$ cat src/rtl/dpwm_pkg.sv
package dpwm_pkg;
   typedef enum logic [2:0] {
      RATE_4K  = 3'b000,
      RATE_10K = 3'b001,
      RATE_16K = 3'b010,
      RATE_64K = 3'b011
   } rate_code_e;

   // true when the code selects a period with no forced-low tail
   function automatic logic rate_is_full(input logic [2:0] code);
      case (code)
         RATE_4K, RATE_16K, RATE_64K: rate_is_full = 1'b0;
         default:                     rate_is_full = 1'b1;
      endcase
   endfunction
endpackage

$ cat src/rtl/dpwm_timebase.sv
module dpwm_timebase #(
   parameter int ACTIVE = 1024,
   parameter int TAIL   = 256,
   localparam int POS_W = $clog2(ACTIVE + TAIL)
) (
   input  logic             clk,
   input  logic             rst_n,
   input  logic             slot_en,
   input  logic             full_win,
   output logic [POS_W-1:0] pos_q,
   output logic             at_start
);
   localparam logic [POS_W-1:0] LAST_FULL = POS_W'(ACTIVE - 1);
   localparam logic [POS_W-1:0] LAST_TAIL = POS_W'(ACTIVE + TAIL - 1);

   logic [POS_W-1:0] last_idx;

   generate
      if (TAIL == 0) begin : g_no_tail
         assign last_idx = LAST_FULL;
      end else begin : g_tail
         assign last_idx = full_win ? LAST_FULL : LAST_TAIL;
      end
   endgenerate

   assign at_start = (pos_q == '0);

   always_ff @(posedge clk or negedge rst_n) begin
      if (!rst_n) begin
         pos_q <= '0;
      end else if (slot_en) begin
         if (pos_q == last_idx) pos_q <= '0;
         else                   pos_q <= pos_q + 1'b1;
      end
   end
endmodule

$ cat src/rtl/dpwm_shadow.sv
module dpwm_shadow #(
   parameter int SAMPLE_W = 10,
   parameter int RATE_W   = 3
) (
   input  logic                clk,
   input  logic                rst_n,
   input  logic                load,
   input  logic [SAMPLE_W-1:0] sample_i,
   input  logic [RATE_W-1:0]   rate_i,
   output logic [SAMPLE_W-1:0] sample_q,
   output logic [RATE_W-1:0]   rate_q
);
   always_ff @(posedge clk or negedge rst_n) begin
      if (!rst_n) begin
         sample_q <= '0;
         rate_q   <= RATE_W'(1);
      end else if (load) begin
         sample_q <= sample_i;
         rate_q   <= rate_i;
      end
   end
endmodule

$ cat src/rtl/dpwm_slot_map.sv
module dpwm_slot_map #(
   parameter int HI_W   = 5,
   parameter int LO_W   = 5,
   parameter int TAIL   = 256,
   localparam int ACTIVE = 1 << (HI_W + LO_W),
   localparam int POS_W  = $clog2(ACTIVE + TAIL)
) (
   input  logic [POS_W-1:0] pos,
   input  logic [HI_W-1:0]  hi_val,
   input  logic [LO_W-1:0]  lo_val,
   output logic             slot_bit
);
   logic [LO_W-1:0] grp;
   logic [HI_W-1:0] sub;
   logic            in_active;
   logic            pattern;

   assign grp = pos[HI_W +: LO_W];
   assign sub = pos[HI_W-1:0];

   generate
      if (TAIL == 0) begin : g_all_active
         assign in_active = 1'b1;
      end else begin : g_windowed
         assign in_active = (pos < POS_W'(ACTIVE));
      end
   endgenerate

   always_comb begin
      if (sub == '0) pattern = (grp < lo_val);
      else           pattern = (sub <= hi_val);
   end

   assign slot_bit = in_active & pattern;
endmodule

$ cat src/rtl/dpwm_gen.sv
module dpwm_gen #(
   parameter int HI_W   = 5,
   parameter int LO_W   = 5,
   parameter int RATE_W = 3,
   parameter int TAIL_DIV = 4
) (
   input  logic                   clk,
   input  logic                   rst_n,
   input  logic                   slot_en,
   input  logic [HI_W+LO_W-1:0]   sample_i,
   input  logic [RATE_W-1:0]      rate_sel_i,
   output logic                   pwm_o,
   output logic                   period_start_o
);
   import dpwm_pkg::*;

   localparam int SAMPLE_W = HI_W + LO_W;
   localparam int ACTIVE   = 1 << SAMPLE_W;
   localparam int TAIL     = ACTIVE / TAIL_DIV;
   localparam int POS_W    = $clog2(ACTIVE + TAIL);

   generate
      if (HI_W < 1 || LO_W < 1) begin : g_bad_split
         $error("dpwm_gen: both sample fields need at least one bit");
      end
      if (RATE_W != 3) begin : g_bad_rate
         $error("dpwm_gen: rate code must be 3 bits");
      end
      if (TAIL_DIV < 1 || (ACTIVE % TAIL_DIV) != 0) begin : g_bad_tail
         $error("dpwm_gen: tail divider must split the active window evenly");
      end
   endgenerate

   logic [POS_W-1:0]    pos_q;
   logic                at_start;
   logic                load;
   logic [SAMPLE_W-1:0] shadow_sample;
   logic [RATE_W-1:0]   shadow_rate;
   logic [SAMPLE_W-1:0] eff_sample;
   logic                slot_bit;

   assign load = slot_en & at_start;

   dpwm_timebase #(.ACTIVE(ACTIVE), .TAIL(TAIL)) u_time (
      .clk      (clk),
      .rst_n    (rst_n),
      .slot_en  (slot_en),
      .full_win (rate_is_full(shadow_rate)),
      .pos_q    (pos_q),
      .at_start (at_start)
   );

   dpwm_shadow #(.SAMPLE_W(SAMPLE_W), .RATE_W(RATE_W)) u_shadow (
      .clk      (clk),
      .rst_n    (rst_n),
      .load     (load),
      .sample_i (sample_i),
      .rate_i   (rate_sel_i),
      .sample_q (shadow_sample),
      .rate_q   (shadow_rate)
   );

   // slot 0 uses the value being captured in the same clock
   assign eff_sample = at_start ? sample_i : shadow_sample;

   dpwm_slot_map #(.HI_W(HI_W), .LO_W(LO_W), .TAIL(TAIL)) u_map (
      .pos      (pos_q),
      .hi_val   (eff_sample[SAMPLE_W-1:LO_W]),
      .lo_val   (eff_sample[LO_W-1:0]),
      .slot_bit (slot_bit)
   );

   always_ff @(posedge clk or negedge rst_n) begin
      if (!rst_n) begin
         pwm_o          <= 1'b0;
         period_start_o <= 1'b0;
      end else begin
         period_start_o <= load;
         if (slot_en) pwm_o <= slot_bit;
      end
   end
endmodule

$ cat config.mk
export PLATFORM = sky130hd
export DESIGN_NAME = dpwm_gen
export DESIGN_NICKNAME = d
export VERILOG_FILES = /design/src/rtl/dpwm_pkg.sv /design/src/rtl/dpwm_timebase.sv /design/src/rtl/dpwm_shadow.sv /design/src/rtl/dpwm_slot_map.sv /design/src/rtl/dpwm_gen.sv
export SDC_FILE = /design/constraint.sdc
export NUM_CORES = 1
export LEC_CHECK = 0
export ABC_CLOCK_PERIOD_IN_PS = 2700
export BUFFER_PORTS_ARGS = -buffer_cell sky130_fd_sc_hd__buf_2
export CAP_MARGIN = 25
export CORE_UTILIZATION = 58
export CTS_CLUSTER_SIZE = 20
export DETAILED_ROUTE_END_ITERATION = 8
export GPL_ROUTABILITY_DRIVEN = 0
export PLACE_DENSITY = 0.79
export SLEW_MARGIN = 20
export SYNTH_ARGS = -nofsm -noshare
export SYNTH_HDL_FRONTEND = slang
export SYNTH_HIERARCHICAL = 1
export SYNTH_SLANG_ARGS = --single-unit
$ cat constraint.sdc
create_clock -name clk -period 2.7 [get_ports clk]
set_input_delay 0.135 -clock clk [delete_from_list [all_inputs] [get_ports clk]]
set_output_delay 0.135 -clock clk [all_outputs]
set_load 0.1 [all_outputs]
==> impl_results.md, run 1 <==
- Antenna cells: 0
- Routed wire per std cell: between 15 and 20 um
- Clk pin slew, worst setup/hold paths: 0.15 ns
- Final wirelength: 3670 um
- Post-synth cell types: 40
- DRC errors left: 0
- First drt pass iteration count: 4
- Vias in the first global route: 1164
- Worst Path Class, Setup: reg2reg
- HP Class: in2reg
- CP max FO: 6
- Mapped Cells: 144
- Seq/Total Area, Yosys: 39.6%
- Chip width: between 50 and 60 um
- Skew final: 0.00694 ns
- Initial Util: between 60% and 70%
- 1st-iter DRT viols: 35
- Violations in the final reports: setup timing
- Synth async-reset ratio: 100%
- Via count: 1210
- Cells on worst reg2reg path: 12
- Total Routing Usage GR: 21.2%
- Top area cells in the synthesized netlist: dfrtp_1 38%, mux2_4 17%, ha_1 8.4%
- Layout cells sized above 1: 43.9%
- Max-Cap Viols: 0
- TritonCTS clock tree: yes
- Worst hold stages: 2
- Die Y-Extent: 55.3 um
- Io pins: 18
- Row count: 18
- # setup viols final: 1
- Pre-CTS setup slack: just under 0.05 ns
- WHS: 0.0257 ns
- Gr ovfl total: 0
- Yosys top cell area share: 38.0%
- Setup WS post-layout: -0.0698 ns
- Setup crit start kind: flip-flop
- Pwr dens: 530 nW/um2
- Launch point of the critical path: u_time/pos_q[6]
- Leakage power figure: ~0.9 nW
- Nets: 201
- First-pass GRT wire length: around 5100 um
- Area Growth Syn to Fin: 19.7%
- # clock sinks: 26
- Vias per inst: 5.96
- Register bit total from synthesis: 26
- Syn_nets: between 150 and 200
- Slew HR: 60.7%
- Peak supply drop: 555 uV
- Yosys warns: 6
- DP HPWL: around 2200 um
- Num CTS Buffers: 3
- Htree depth: 1
- Initial antenna violation count: 0
- Hold violation total from the final report: 0
- Post-synthesis area per instance: between 10 and 15 um2
- CTS Buffer Depth: 2
- Max Transition Viols Final: 0
- Predominant post-synthesis flop cell: dfrtp_1
- Core area: about 2600 um2
- Count of input and output buffers: 17
- Period utilization: 103%
- Crit path DAT: 3.06 ns
- Die area: 3050 um2
- Cell Area, Placed: 1800 um2
- Worst Min Path Start: rate_sel_i[0]
- Fmax: 361 MHz
- Capturing element type of the critical path: flip-flop
- EDFF count, synth: 0
- Run status: complete, but fails checks
- Util after Layout: 76.7%
- Leading area contributor after synthesis: dfrtp_1
- Fin area: 1970 um2
- Largest net degree at the start of global routing: 27
- Slew @ Worst Pin: about 0.6 ns
- RSZ-0062 raised after global routing: yes
- Clk root buf: clkbuf_4
- Reg-to-reg critical path startpoint: u_time/pos_q[6]
- Synth Cell Area: 1650 um2
- Clock insertion delay at the later pin of the skew report: 0.33 ns
- Antenna Nets Post-Route: 0
- Tmin final: between 2 and 3 ns
- Required @ worst endpoint: 2.99 ns
[state kept, by name (all words and copies together), names as in the netlist]
signal / cells
u_shadow/sample_q: 10
u_shadow/rate_q: 3
period_start_o: 1
pwm_o: 1
u_time/pos_q: 11
[cell type report]
type | instances | area, um2
multi-input combinational | 101 | 983
sequential | 26 | 656
fill | 156 | 598
timing repair buffer | 29 | 205
inverter | 13 | 51.3
tap | 30 | 37.5
clock buffer | 4 | 36.3
[worst max-delay path: stages (launching register included)]
cell and delay [ns]:
dfrtp_2 0.47, nor4_4 0.31, and4b_2 0.31, buf_12 0.13, mux2_4 0.29, inv_1 0.06, ha_1 0.26, a21oi_2 0.17
o21ai_1 0.11, nand3_1 0.13, a21oi_2 0.07, a311oi_2 0.23, mux2_4 0.19
[what timing repair did]
item	in CTS	in global routing
resized for setup	1	23
endpoints found under the setup margin	1	1
hold buffers	1	0
hold endpoints to repair	25	0
buffers inserted	0	4
pin swaps	3	7
[where the power goes]
group / leakage [nW] / switching, mW / internal, mW
Combinational: 0.546 / 0.194 / 0.168
Clock: 0.0210 / 0.126 / 0.0827
Sequential: 0.334 / 0.0434 / 0.430
Total: 0.901 / 0.363 / 0.681
[final timing paths]
path / slack (ns) / end
worst max-delay path: -0.07 / pwm_o
worst min-delay path: 0.03 / u_shadow/rate_q[0]
worst max register to register: -0.07 / pwm_o
worst min register to register: 0.53 / u_shadow/sample_q[4]
max in group asynchronous: 1.96 / u_time/pos_q[6]
min in group asynchronous: 0.31 / u_time/pos_q[4]
[layer usage]
layer  wire length (um)  track usage [%]
met5                  0                0
met4                 88             8.21
met3                133             3.28
met2               1810             34.4
met1               1630             28.5
[synth_stat cells (all sizes together) (3+ instances only)]
library cell and count:
nand2 11, ha 11, inv 13, o21ai 3, a21oi 7, nor2 4
xnor2 3, nor4 3, nand3 7, mux2 25, dfrtp 25
[cells by family (layout without fill, tap and decap cells)]
group,count (synthesis),count (layout),share of synthesized area (%)
buf+inv,17,46,4.79
fa+ha+maj,11,11,8.36
compound gates,19,19,8.75
flops,26,26,39.6
mux,26,26,22.1
simple gates,41,41,14.3
xor+xnor,4,4,2.13
[stage by stage]
step	total power [mW]	TNS, ns	instances
after floorplan	0.657	0	144
after global placement	0.762	0	194
after detailed placement	0.778	0	194
after CTS	0.988	0	199
after global routing	1.09	-0.124	203
final	1.04	-0.0698	203
[placed cells by master, fill, tap and decap left out, types with 3 or more instances in the layout]
master	instances
dfrtp_2	3
mux2_2	4
buf_4	7
ha_1	9
a21oi_1	5
clkbuf_4	3
nand2_1	10
mux2_4	20
buf_2	17
xnor2_1	3
inv_1	11
nand3_1	7
dfrtp_1	22
nor2_1	4
Note: power is estimated with default switching activity, not from simulation.
==> inputs of run 2 (changes only) <==
--- a/config.mk
+++ b/config.mk
@@ -8,11 +8,14 @@
 export ABC_CLOCK_PERIOD_IN_PS = 2700
 export BUFFER_PORTS_ARGS = -buffer_cell sky130_fd_sc_hd__buf_2
 export CAP_MARGIN = 25
-export CORE_UTILIZATION = 58
+export CELL_PAD_IN_SITES_DETAIL_PLACEMENT = 0
+export CELL_PAD_IN_SITES_GLOBAL_PLACEMENT = 1
+export CORE_UTILIZATION = 46
 export CTS_CLUSTER_SIZE = 20
 export DETAILED_ROUTE_END_ITERATION = 8
 export GPL_ROUTABILITY_DRIVEN = 0
-export PLACE_DENSITY = 0.79
+export PLACE_DENSITY_LB_ADDON = 0.1
+export SETUP_SLACK_MARGIN = 0.5
 export SLEW_MARGIN = 20
 export SYNTH_ARGS = -nofsm -noshare
 export SYNTH_HDL_FRONTEND = slang
==> run 2 against run 1 <==
Net effect: the run now ends clean; final area is 0.95% lower; register-to-register slack gained 0.23 ns; sequential power is 2% lower; cell count increased by 8.4%; clock skew shrank 0.0044 ns; combinational power fell by 4%; via count down 3.3%; clock-buffer cell count is the same; sequential share of layout area up 0.19 points; global-route usage is 2.3 points lower; first-iteration DRC count is 2.9% lower; largest cell class unchanged.
==> impl_results.md, run 2 (synthesis gave the netlist of run 1 again) <==
- Area Growth Syn to Fin: 18.6%
- Max-Cap Viols: 0
- Num CTS Buffers: 3
- Commonest non-fill, non-tap cells in the layout: 24 x dfrtp_1, 20 x mux2_4, 17 x buf_2
- 1st-iter DRT viols: 34
- Antenna cells: 0
- Clock insertion delay at the later pin of the skew report: between 0.3 and 0.4 ns
- Worst Path Class, Setup: reg2reg
- Cells on worst reg2reg path: 12
- HP Class: in2reg
- First drt pass iteration count: 4
- Flip-flop count of the largest register after layout: 11
- Run status: finished clean
- Capturing element type of the critical path: flip-flop
- RSZ-0062 raised after global routing: yes
- Util after Layout: 57.5%
- Peak supply drop: between 200 and 300 uV
- Gr ovfl total: 0
- Initial Util: 48.5%
- Final wirelength: ~3200 um
- First-pass GRT wire length: 5110 um
- Tmin final: 2.54 ns
- Fmax: 394 MHz
- Die Y-Extent: 61.8 um
- # clock sinks: 26
- Pwr dens: 519 nW/um2
- Slew HR: 60.5%
- Layout cells sized above 1: 40.2%
- Io pins: 18
- Largest net degree at the start of global routing: 27
- Row count: 21
- Vias in the first global route: 1080
- Commonest non-fill, non-tap cell in the layout: dfrtp_1
- Htree depth: 1
- Top flop regs: u_time/pos_q x11, u_shadow/sample_q x10, u_shadow/rate_q x3
- Via count: around 1200
- Fill cell count: between 200 and 300
- Crit path DAT: 2.81 ns
- Setup crit start kind: flip-flop
- Total Routing Usage GR: 18.9%
- Pre-CTS setup slack: approximately 0.14 ns
- Setup WS post-layout: 0.159 ns
- Clk pin slew, worst setup/hold paths: 0.14 ns
- Slew @ Worst Pin: a little under 0.6 ns
- Required @ worst endpoint: 2.97 ns
- Nets: 202
- Worst hold stages: 2
- CTS Buffer Depth: 2
- CP max FO: 11
- DP HPWL: between 2000 and 2500 um
- Max Transition Viols Final: 0
- Reg-to-reg setup timing slack: 0.16 ns
- Core area: ~3400 um2
- Vias per inst: approximately 5.3
- TritonCTS clock tree: yes
- Most flops, register: u_time/pos_q
- Die area: 3820 um2
- Count of input and output buffers: 17
- Chip width: between 60 and 70 um
- Initial antenna violation count: 0
- Skew final: 0.00255 ns
- Hold violation total from the final report: 0
- Setup TNS: 0 ns
- Antenna Nets Post-Route: 0
- Leakage power figure: 0.903 nW
- # setup viols final: 0
- Routed wire per std cell: ~14 um
- Clk root buf: clkbuf_4
- Period utilization: 94.1%
- DRC errors left: 0
[run 2: path summary, 6_finish.rpt]
path                                 startpoint              endpoint
max                             u_time/pos_q[2]                 pwm_o
min                               rate_sel_i[2]    u_shadow/rate_q[2]
max reg2reg                     u_time/pos_q[2]                 pwm_o
min reg2reg                u_shadow/sample_q[9]  u_shadow/sample_q[9]
max in group asynchronous                 rst_n       u_time/pos_q[2]
min in group asynchronous                 rst_n       u_time/pos_q[5]
[run 2: critical path, cell delays in order, from the launching register on]
cell and delay [ns]:
dfrtp_2 0.45, nor4_4 0.27, and4b_2 0.29, buf_12 0.15, mux2_4 0.31, inv_2 0.07
ha_4 0.20, a21oi_2 0.12, o21ai_1 0.07, nand3_1 0.07, a21oi_1 0.08, a311oi_2 0.24
mux2_4 0.17
[run 2: layout make-up]
class	count	area (um2)	area share, %
multi-input combinational	101	957	49.1
sequential	26	653	33.5
timing repair buffer	30	198	10.1
tap	46	57.6	2.95
inverter	13	48.8	2.50
clock buffer	4	36.3	1.86
[run 2: metrics by stage]
stage | area (um2) | hold slack (ns) | cells | total power, mW
2_1_floorplan | 1680 | -0.161 | 144 | 0.673
3_5_place_dp | 1870 | 0.177 | 213 | 0.796
6_report | 1950 | 0.0337 | 220 | 1.01
5_1_grt | 1950 | 0.0197 | 220 | 1.08
3_3_place_gp | 1870 | 0.166 | 213 | 0.781
4_1_cts | 1920 | 0.0203 | 218 | 1.00
[run 2: what timing repair did]
| item | 4_1_cts | 5_1_grt |
|---|---|---|
| pin swaps | 1 | 3 |
| hold endpoints to repair | 25 | 0 |
| buffers inserted | 0 | 2 |
| hold buffers | 1 | 0 |
| endpoints found under the setup margin | 1 | 1 |
| resized for setup | 1 | 3 |
[run 2: power by group]
group / internal [mW] / switching [mW] / total [mW]
logic: 0.166 / 0.183 / 0.349
clock network: 0.0825 / 0.115 / 0.198
registers: 0.430 / 0.0368 / 0.466
[run 2: routing by layer]
metal | up-vias | wire length, um | track usage (%)
met4 | 0 | 46 | 7.62
met5 | - | 0 | 0
li1 | 578 | - | -
met1 | 558 | 1520 | 24.9
met3 | 8 | 91 | 3.52
met2 | 26 | 1520 | 30.7
==> inputs of run 3 (changes only) <==
--- a/config.mk
+++ b/config.mk
@@ -15,6 +15,7 @@
 export DETAILED_ROUTE_END_ITERATION = 8
 export GPL_ROUTABILITY_DRIVEN = 0
 export PLACE_DENSITY_LB_ADDON = 0.1
+export REMOVE_ABC_BUFFERS = 1
 export SETUP_SLACK_MARGIN = 0.5
 export SLEW_MARGIN = 20
 export SYNTH_ARGS = -nofsm -noshare
==> run 3 against run 2 <==
Net effect: combinational power up 16%; via count is 0.68% lower; global-route usage up 0.61 points; wire length up 3.0%; power grew 5.2%; final area up 3.7%; register-to-register slack better by 0.02 ns.
==> impl_results.md, run 3 (synthesis gave the netlist of run 1 again) <==
- Max-Cap Viols: 0
- Pwr dens: roughly 530 nW/um2
- Io pins: 18
- Non-Filler Instances: 224
- HP Class: in2reg
- Setup TNS: 0 ns
- Clock share of power: a little under a fifth
- Die area: 3820 um2
- TritonCTS clock tree: yes
- Largest net degree at the start of global routing: 27
- DRC errors left: 0
- Register area: 652 um2
- Met1 WL: 1600 um
- Routed wire per std cell: 14.6 um
- Cell Area, Placed: between 1500 and 2000 um2
- Fill cell count: 285
- Flip-flop count of the largest register after layout: 11
- Area taken by multi-input logic gates: between 1000 and 1500 um2
- Sequential power share: 43.1%
- Logic pwr share: between 30% and 40%
- Clock insertion delay at the later pin of the skew report: ~0.32 ns
- Count of input and output buffers: 17
- Commonest non-fill, non-tap cells in the layout: 25 x dfrtp_1, 21 x mux2_4, 17 x buf_2
- Peak supply drop: 252 uV
- Total Routing Usage GR: between 10% and 20%
- Run status: finished clean
- Top delay family on crit path: simple AND/OR/NAND/NOR gates
- Via count: ~1200
- WL met3: ~77 um
- Initial Util: 48.5%
- Skew final: 0.00430 ns
- Top sig layer: met4
- Antenna cells: 0
- Tmin final: roughly 2.5 ns
- Crit path cell chain: nor4_2, and4b_2, buf_6, buf_4, buf_4, mux2_4, ha_2, nor2b_4, o21ai_2, nand3_2, a311oi_2, mux2_4
- Required @ worst endpoint: 2.93 ns
- Slew HR: 59.3%
- Nets: 206
- Clk pin slew, worst setup/hold paths: 0.14 ns
- Clk root buf: clkbuf_4
- Slew @ Worst Pin: 0.610 ns
- Sw Pwr: 0.360 mW
- # setup viols final: 0
- Antenna Nets Post-Route: 0
- Fmax: 397 MHz
- Layout cells sized above 1: 46.1%
- Final wirelength: 3270 um
- Leakage power figure: 0.933 nW
- Commonest non-fill, non-tap cell in the layout: dfrtp_1
- Switch share: 33.8%
- Initial antenna violation count: 0
- Max Transition Viols Final: 0
- Core area: between 3000 and 4000 um2
- Crit path DAT: 2.75 ns
- Util after Layout: 59.7%
- WL met2: 1510 um
- Max incr delay on CP: 0.43 ns
- Row count: 21
- Most flops, register: u_time/pos_q
- CP max FO: 7
- Cell-internal power: 0.706 mW
- 1st-iter DRT viols: between 40 and 50
- Top flop regs: u_time/pos_q x11, u_shadow/sample_q x10, u_shadow/rate_q x3
- Worst Path Buf+Inv: 3
- Gr ovfl total: 0
- RSZ-0062 raised after global routing: yes
- Max stage delay cell, worst path: dfrtp_1
- Period utilization: between 90 and 100%
- First-pass GRT wire length: approximately 5400 um
- # clock sinks: 26
- CTS Buffer Depth: 2
- Die Y-Extent: just over 60 um
- Area Growth Syn to Fin: 23.0%
- Worst Path Class, Setup: reg2reg
- First drt pass iteration count: 4
- Placed insts: 213
- Vias per inst: 5.19
- Setup crit start kind: flip-flop
- Vias in the first global route: 1163
- DP HPWL: 2310 um
- Chip width: 61.8 um
- Reg-to-reg setup timing slack: between 0.15 and 0.2 ns
- Num CTS Buffers: 3
- Capturing element type of the critical path: flip-flop
- Htree depth: 1
- Hold violation total from the final report: 0
- Fin area: 2020 um2
## run 3: timing repair
action	CTS	global route
hold endpoints to repair	25	0
setup endpoints to repair	1	5
setup buffers	6	0
gates resized for setup	14	7
hold buffers	1	0
cloned	0	0
pin swaps	6	5
## run 3: per-layer routing
layer / GRT usage [%] / vias up
li1: - / 585
met1: 27.6 / 550
met2: 30.6 / 19
met3: 2.07 / 8
met4: 7.94 / 0
met5: 0 / -
## run 3: final timing paths
kind / startpoint / to / cells after the start
worst max register to register: u_time/pos_q[7] / pwm_o / 12
min in group asynchronous: rst_n / u_time/pos_q[3] / 2
max in group asynchronous: rst_n / u_time/pos_q[4] / 2
worst max-delay path: u_time/pos_q[7] / pwm_o / 12
worst min-delay path: rate_sel_i[1] / u_shadow/rate_q[1] / 2
worst min register to register: u_shadow/sample_q[9] / u_shadow/sample_q[9] / 1
## run 3: area by class of cell
class / count / share of cell area [%]
Clock buffer: 4 / 1.79
Timing Repair Buffer: 34 / 11.0
Sequential cell: 26 / 32.2
Multi-Input combinational cell: 101 / 49.7
Inverter: 13 / 2.41
Tap cell: 46 / 2.84
## run 3: metrics by stage
stage	hold slack, ns	setup slack (ns)	power [mW]
CTS	0.0196	0.146	1.04
detailed placement	0.179	0.0658	0.782
finish	0.0312	0.179	1.07
global route	0.0132	0.0618	1.15
floorplan	-0.161	0.0708	0.651
global placement	0.169	0.154	0.779
## run 3: worst register-to-register path, cell delays in order (launching register included)
cell      delay, ns
dfrtp_1        0.43
nor4_2         0.26
and4b_2        0.30
buf_6          0.15
buf_4          0.12
buf_4          0.10
mux2_4         0.29
ha_2           0.19
nor2b_4        0.11
o21ai_2        0.06
nand3_2        0.07
a311oi_2       0.09
mux2_4         0.26
## run 3: power groups by stage
stage | Clock (mW) | Sequential, mW | Combinational (mW)
after global routing | 0.227 | 0.465 | 0.457
after global placement | 0 | 0.465 | 0.314
after floorplan | 0 | 0.495 | 0.156
after CTS | 0.212 | 0.456 | 0.369
after detailed placement | 0 | 0.465 | 0.317
final | 0.201 | 0.459 | 0.406
